File: src/rtl/xfg_pkg.sv
package xfg_pkg;
    typedef enum logic {
        OP_XON  = 1'b0,
        OP_XOFF = 1'b1
    } cc_op_e;
endpackage

File: src/rtl/xfg_match.sv
module xfg_match #(
    parameter int ENTRIES = 8,
    parameter int KEY_W   = 18,
    parameter int CNT_W   = 4
) (
    input  logic [ENTRIES-1:0][KEY_W-1:0] keys,
    input  logic [ENTRIES-1:0][CNT_W-1:0] cnts,
    input  logic [KEY_W-1:0]              probe,
    output logic [ENTRIES-1:0]            hit
);
    // An entry is live exactly when its count is nonzero.
    for (genvar i = 0; i < ENTRIES; i++) begin : g_cmp
        assign hit[i] = (cnts[i] != '0) && (keys[i] == probe);
    end
endmodule

File: src/rtl/xfg_lookup.sv
module xfg_lookup #(
    parameter int ENTRIES = 8,
    parameter int DEST_W  = 16,
    parameter int PRIO_W  = 2,
    parameter int CNT_W   = 4,
    localparam int KEY_W  = DEST_W + PRIO_W
) (
    input  logic [ENTRIES-1:0][KEY_W-1:0] keys,
    input  logic [ENTRIES-1:0][CNT_W-1:0] cnts,
    input  logic [DEST_W-1:0]             q_dest,
    input  logic [PRIO_W-1:0]             q_prio,
    output logic                          blocked
);
    logic [ENTRIES-1:0] hit;

    xfg_match #(.ENTRIES(ENTRIES), .KEY_W(KEY_W), .CNT_W(CNT_W)) u_match (
        .keys  (keys),
        .cnts  (cnts),
        .probe ({q_dest, q_prio}),
        .hit   (hit)
    );

    assign blocked = |hit;
endmodule

File: src/rtl/xfg_table.sv
module xfg_table #(
    parameter int ENTRIES = 8,
    parameter int DEST_W  = 16,
    parameter int PRIO_W  = 2,
    parameter int CNT_W   = 4,
    localparam int KEY_W  = DEST_W + PRIO_W,
    localparam int IDX_W  = (ENTRIES > 1) ? $clog2(ENTRIES) : 1,
    localparam logic [CNT_W-1:0] CNT_MAX = {CNT_W{1'b1}}
) (
    input  logic                          clk,
    input  logic                          rst_n,
    input  logic                          ev_valid,
    input  logic                          ev_xoff,
    input  logic [DEST_W-1:0]             ev_dest,
    input  logic [PRIO_W-1:0]             ev_prio,
    output logic [ENTRIES-1:0][KEY_W-1:0] keys,
    output logic [ENTRIES-1:0][CNT_W-1:0] cnts,
    output logic                          overflow,
    output logic                          xoff_drop
);
    import xfg_pkg::*;

    typedef struct packed {
        logic [ENTRIES-1:0][KEY_W-1:0] key;
        logic [ENTRIES-1:0][CNT_W-1:0] cnt;
        logic                          ovf;
    } tbl_t;

    tbl_t               tbl_d, tbl_q;
    logic [ENTRIES-1:0] ev_hit;
    logic [KEY_W-1:0]   ev_key;
    logic [IDX_W-1:0]   free_idx;
    logic               free_any;
    cc_op_e             op;

    assign ev_key = {ev_dest, ev_prio};
    assign op     = cc_op_e'(ev_xoff);

    xfg_match #(.ENTRIES(ENTRIES), .KEY_W(KEY_W), .CNT_W(CNT_W)) u_ev_match (
        .keys  (tbl_q.key),
        .cnts  (tbl_q.cnt),
        .probe (ev_key),
        .hit   (ev_hit)
    );

    // Lowest-numbered empty slot.
    always_comb begin
        free_idx = '0;
        free_any = 1'b0;
        for (int i = ENTRIES - 1; i >= 0; i--) begin
            if (tbl_q.cnt[i] == '0) begin
                free_idx = IDX_W'(i);
                free_any = 1'b1;
            end
        end
    end

    always_comb begin
        tbl_d     = tbl_q;
        xoff_drop = 1'b0;
        if (ev_valid) begin
            if (op == OP_XOFF) begin
                if (|ev_hit) begin
                    for (int i = 0; i < ENTRIES; i++) begin
                        if (ev_hit[i] && tbl_q.cnt[i] != CNT_MAX) begin
                            tbl_d.cnt[i] = tbl_q.cnt[i] + 1'b1;
                        end
                    end
                end else if (free_any) begin
                    tbl_d.key[free_idx] = ev_key;
                    tbl_d.cnt[free_idx] = CNT_W'(1);
                end else begin
                    tbl_d.ovf = 1'b1;
                    xoff_drop = 1'b1;
                end
            end else begin
                // A hit implies a nonzero count; a miss is ignored.
                for (int i = 0; i < ENTRIES; i++) begin
                    if (ev_hit[i]) begin
                        tbl_d.cnt[i] = tbl_q.cnt[i] - 1'b1;
                    end
                end
            end
        end
    end

    always_ff @(posedge clk) begin
        if (!rst_n) begin
            tbl_q <= '0;
        end else begin
            tbl_q <= tbl_d;
        end
    end

    assign keys     = tbl_q.key;
    assign cnts     = tbl_q.cnt;
    assign overflow = tbl_q.ovf;
endmodule

File: src/rtl/xoff_flow_gate.sv
module xoff_flow_gate #(
    parameter int ENTRIES = 8,
    parameter int DEST_W  = 16,
    parameter int PRIO_W  = 2,
    parameter int CNT_W   = 4,
    localparam int KEY_W  = DEST_W + PRIO_W
) (
    input  logic              clk,
    input  logic              rst_n,
    input  logic              ev_valid,
    input  logic              ev_xoff,
    input  logic [DEST_W-1:0] ev_dest,
    input  logic [PRIO_W-1:0] ev_prio,
    input  logic [DEST_W-1:0] ls_dest,
    input  logic [PRIO_W-1:0] ls_prio,
    output logic              ls_block,
    input  logic [DEST_W-1:0] dma_dest,
    input  logic [PRIO_W-1:0] dma_prio,
    output logic              dma_block,
    output logic              overflow
);
    logic [ENTRIES-1:0][KEY_W-1:0] keys;
    logic [ENTRIES-1:0][CNT_W-1:0] cnts;
    logic                          xoff_drop;

    xfg_table #(.ENTRIES(ENTRIES), .DEST_W(DEST_W), .PRIO_W(PRIO_W), .CNT_W(CNT_W)) u_table (
        .clk       (clk),
        .rst_n     (rst_n),
        .ev_valid  (ev_valid),
        .ev_xoff   (ev_xoff),
        .ev_dest   (ev_dest),
        .ev_prio   (ev_prio),
        .keys      (keys),
        .cnts      (cnts),
        .overflow  (overflow),
        .xoff_drop (xoff_drop)
    );

    xfg_lookup #(.ENTRIES(ENTRIES), .DEST_W(DEST_W), .PRIO_W(PRIO_W), .CNT_W(CNT_W)) u_ls_gate (
        .keys    (keys),
        .cnts    (cnts),
        .q_dest  (ls_dest),
        .q_prio  (ls_prio),
        .blocked (ls_block)
    );

    xfg_lookup #(.ENTRIES(ENTRIES), .DEST_W(DEST_W), .PRIO_W(PRIO_W), .CNT_W(CNT_W)) u_dma_gate (
        .keys    (keys),
        .cnts    (cnts),
        .q_dest  (dma_dest),
        .q_prio  (dma_prio),
        .blocked (dma_block)
    );
endmodule

File: config.mk
export PLATFORM = sky130hd
export DESIGN_NAME = xoff_flow_gate
export DESIGN_NICKNAME = d
export VERILOG_FILES = /design/src/rtl/xfg_pkg.sv /design/src/rtl/xfg_match.sv /design/src/rtl/xfg_lookup.sv /design/src/rtl/xfg_table.sv /design/src/rtl/xoff_flow_gate.sv
export SDC_FILE = /design/constraint.sdc
export NUM_CORES = 1
export LEC_CHECK = 0
export CORE_MARGIN = 3
export CORE_UTILIZATION = 40
export DETAILED_ROUTE_END_ITERATION = 6
export GPL_ROUTABILITY_DRIVEN = 0
export PLACE_DENSITY = 0.55
export SYNTH_ARGS = -nofsm -noshare
export SYNTH_HDL_FRONTEND = slang
export SYNTH_HIERARCHICAL = 1
export SYNTH_SLANG_ARGS = --single-unit
File: constraint.sdc
create_clock -name clk -period 3.7 [get_ports clk]
set_input_delay 0.74 -clock clk [delete_from_list [all_inputs] [get_ports clk]]
set_output_delay 0.74 -clock clk [all_outputs]
set_load 0.1 [all_outputs]
==> metrics.md <==
| Metric | Value |
|---|---|
| Vias in the first global route | `11.4k` |
| Adder-Cell Fraction of Synth Area | `1.60%` |
| Share of layout cells above drive strength 1 | `12.9%` |
| Worst Path Max Fanout | `8` |
| Worst-margin pin slew | `0.960 ns` |
| Core Rows | `66` |
| Die area | `0.0355 mm^2` |
| Comb power frac | `20.2%` |
| Total Wirelength | `47200 um` |
| H-tree lvl count | `4` |
| Slowest stage delay, CP | `0.44 ns` |
| CTS clk-pin slew, worst paths | `0.07 ns` |
| Main combinational cell family by area after synthesis | `XOR/XNOR gates` |
| Critical path class | `primary input to primary output` |
| Finished Core Util | `49.0%` |
| Post-synth EDFFs | `0` |
| VDD IR max | `0.349 mV` |
| Die width | `188 um` |
| Reg2Reg Setup Slack | `0.50 ns` |
| Outcome | `complete, but fails checks` |
| DR iter-0 viols | `1324` |
| Worst-skew pair later-pin latency | `0.46 ns` |
| Final hold vios | `0` |
| Die height | `188 um` |
| Cell variety after synth | `60` |
| Root buffer selected by CTS | `clkbuf_16` |
| # setup viols final | `1` |
| # Post-CTS Setup Buffers | `0` |
| Vias after detailed routing | `12.1k` |
| Final worst-path setup slack | `-0.0113 ns` |
| Synth area leaders | `dfxtp_1 (27%), xnor2_1 (17%), xor2_1 (11%), nand2_1 (8.3%), mux2i_1 (6.6%)` |
| Synth Area in Compound Gates | `7.77%` |
| Yosys top cell by area | `dfxtp_1` |
| Synth-to-Final Area Change | `20.3%` |
| CTS tree | `built` |
| CTS buffer count | `17` |
| Top FF cell, synth | `dfxtp_1` |
| DR DRC count | `0` |
| Pwr dens | `308 mW/mm^2` |
| Syn avg cell area | `8.39 um^2` |
| Post-synthesis mux area share | `6.62%` |
| PortBufs | `60` |
| CP endpoint kind | `primary output` |
| Via density | `5.64` |
| Largest net degree at the start of global routing | `129` |
| Failing checks | `negative setup slack` |
| Crit path cell chain | `clkdlybuf4s50_1, buf_12, xor2_1, nor4_1, nand2_1, nor4_2, nor4_1, nand2_1, buf_12` |
| Avg WL per Cell | `22.1 um` |
| Max-capacitance violation count | `0` |
| Dpl hpwl | `34500 um` |
| Clock sink total | `177` |
| Final ANT Viol Nets | `0` |
| Initial core utilization | `40.7%` |
| Clock Skew | `0.0133 ns` |
| Async set or reset register ratio after synthesis | `0%` |
| Hold_buf cts | `0` |
| Area of the core | `0.0327 mm^2` |
| Max Buffers Root-to-Sink | `2` |
| First-pass GRT wire length | `71100 um` |
| Cell Area, Synth | `0.0133 mm^2` |
| Synth warnings | `6` |
| Startpoint types | `primary input` |
| Max stage delay cell, worst path | `clkdlybuf4s50_1` |
| Syn Inst Count | `1587` |
| Non-filler cells, final | `2142` |
| # diodes | `0` |
| Clock power share | `39.3%` |
| Leak pwr | `5.95 nW` |
| RSZ-0062 raised after global routing | `yes` |
| Initial antenna violation count | `0` |
| Max Fclk | `269 MHz` |
| Io pins | `61` |
| Synth top area share | `26.6%` |
| Pre-CTS setup slack | `-0.258 ns` |
| Dpl cells | `2110` |
| Register area share after synthesis | `26.6%` |
| P_int | `3.44 mW` |
| WP data required | `2.96 ns` |
| Pins Over Slew Limit | `0` |
| Seq pwr share | `40.5%` |
| Final worst path period share | `100%` |
| Min cycle time layout | `3.71 ns` |
| Psw | `1.49 mW` |
| Overall Global Routing Usage | `26.3%` |
| Final Power | `4.94 mW` |
| Slew HR | `35.8%` |
| Layout Nets | `1762` |
| Worst Path Arrival | `2.97 ns` |
| Flops & latches, synth | `177` |
| Pre-antenna DRT Iters | `5` |
| Post-Synth Simple-Gate Area | `22.7%` |
| HP Class | `flop to flop` |
| Post-synthesis xor/xnor area fraction | `28.4%` |
| Post-synth net total | `1662` |
| Total grt overflow | `0` |
| Sw Share | `30.2%` |
[timing repair]
item | in CTS | in global routing
gates cloned | 0 | 0
endpoints found under the hold margin | 0 | 0
pin swaps | 0 | 4
setup endpoints to repair | 2 | 10
gates resized for setup | 2 | 14
[cells by family (layout without fill, tap and decap cells)]
family / Yosys count / in the layout
buf+inv: 129 / 242
xor+xnor: 432 / 432
compound gates: 166 / 166
fa+ha+maj: 17 / 17
mux: 88 / 88
simple gates: 578 / 578
flops: 177 / 177
[power groups by stage]
stage	Combinational, mW	Sequential [mW]	Clock [mW]
floorplan	0.585	2.03	0
global placement	0.959	2.04	0
detailed placement	0.965	2.04	0
CTS	0.970	2.00	1.97
global route	1.05	2.01	2.04
finish	0.998	2.00	1.94
[state kept, by name (all words and copies together) (netlist names)]
register,count
u_table/keys,144
u_table/overflow,1
u_table/cnts,32
[critical path: cells and delay by family]
| kind | cells | cell delay (ns) |
|---|---|---|
| AND/OR/NAND/NOR | 5 | 1.23 |
| buffers and inverters | 3 | 0.81 |
| XOR/XNOR | 1 | 0.17 |
[path summary, 6_finish.rpt]
kind | endpoint | cells past startpoint | from
worst max-delay path | ls_block | 9 | ls_dest[3]
worst min-delay path | u_table/overflow | 2 | u_table/overflow
worst min register to register | u_table/overflow | 2 | u_table/overflow
worst max register to register | u_table/cnts[22] | 10 | u_table/cnts[29]
[layout by cell type (no fill, tap or decap), types with 6 or more instances in the layout]
cell / instances
nand4_1: 59
nor4_2: 33
nor2b_1: 6
nor2_1: 16
nand2_1: 294
a41oi_1: 7
clkdlybuf4s50_1: 56
nor3_1: 6
dfxtp_1: 177
mux2i_1: 88
inv_1: 17
nor4_1: 74
a211oi_1: 19
nand3_1: 40
a31oi_1: 10
ha_1: 17
a21oi_1: 90
nor4_4: 6
o21ai_0: 6
nand2b_1: 14
nor3b_1: 6
buf_12: 50
xor2_1: 168
clkbuf_16: 17
buf_4: 84
xnor2_1: 264
[metal layers]
| layer | GRT usage (%) | share of wire, % | vias to the layer above |
|---|---|---|---|
| met5 | 0 | 0 | - |
| met4 | 7.62 | 2.6 | 0 |
| met3 | 5.58 | 8.1 | 88 |
| met2 | 41.1 | 45 | 528 |
| met1 | 36.6 | 45 | 5822 |
| li1 | - | - | 5646 |
[layout make-up]
type,instances,area (um^2)
clock inverter,11,139
timing repair buffer,191,2200
sequential,177,3540
multi-input combinational,1281,9040
clock buffer,21,470
fill,3147,16700
inverter,19,71.3
tap,442,553
[cells in the mapped netlist (6+ instances only)]
library cell  count
a211oi_1         19
a21oi_1          90
a31oi_1          10
a41oi_1           7
buf_2            23
buf_6            41
clkbuf_1         43
dfxtp_1         177
ha_1             17
inv_1            18
mux2i_1          88
nand2_1         294
nand2b_1         14
nand3_1          40
nand4_1          59
nor2_1           16
nor2b_1           6
nor3_1            6
nor3b_1           6
nor4_1           86
nor4_2           24
o21ai_0           6
xnor2_1         264
xor2_1          168
[stage by stage]
stage	TNS, ns	hold WS (ns)	instance area, um^2
after global routing	-0.0553	0.491	16000
after detailed placement	-7.98	0.463	15300
final	-0.0113	0.473	16000
after global placement	-5.99	0.455	15300
after CTS	0	0.479	15900
after floorplan	0	0.490	13300
No activity file was read; power rests on OpenSTA's default activity.
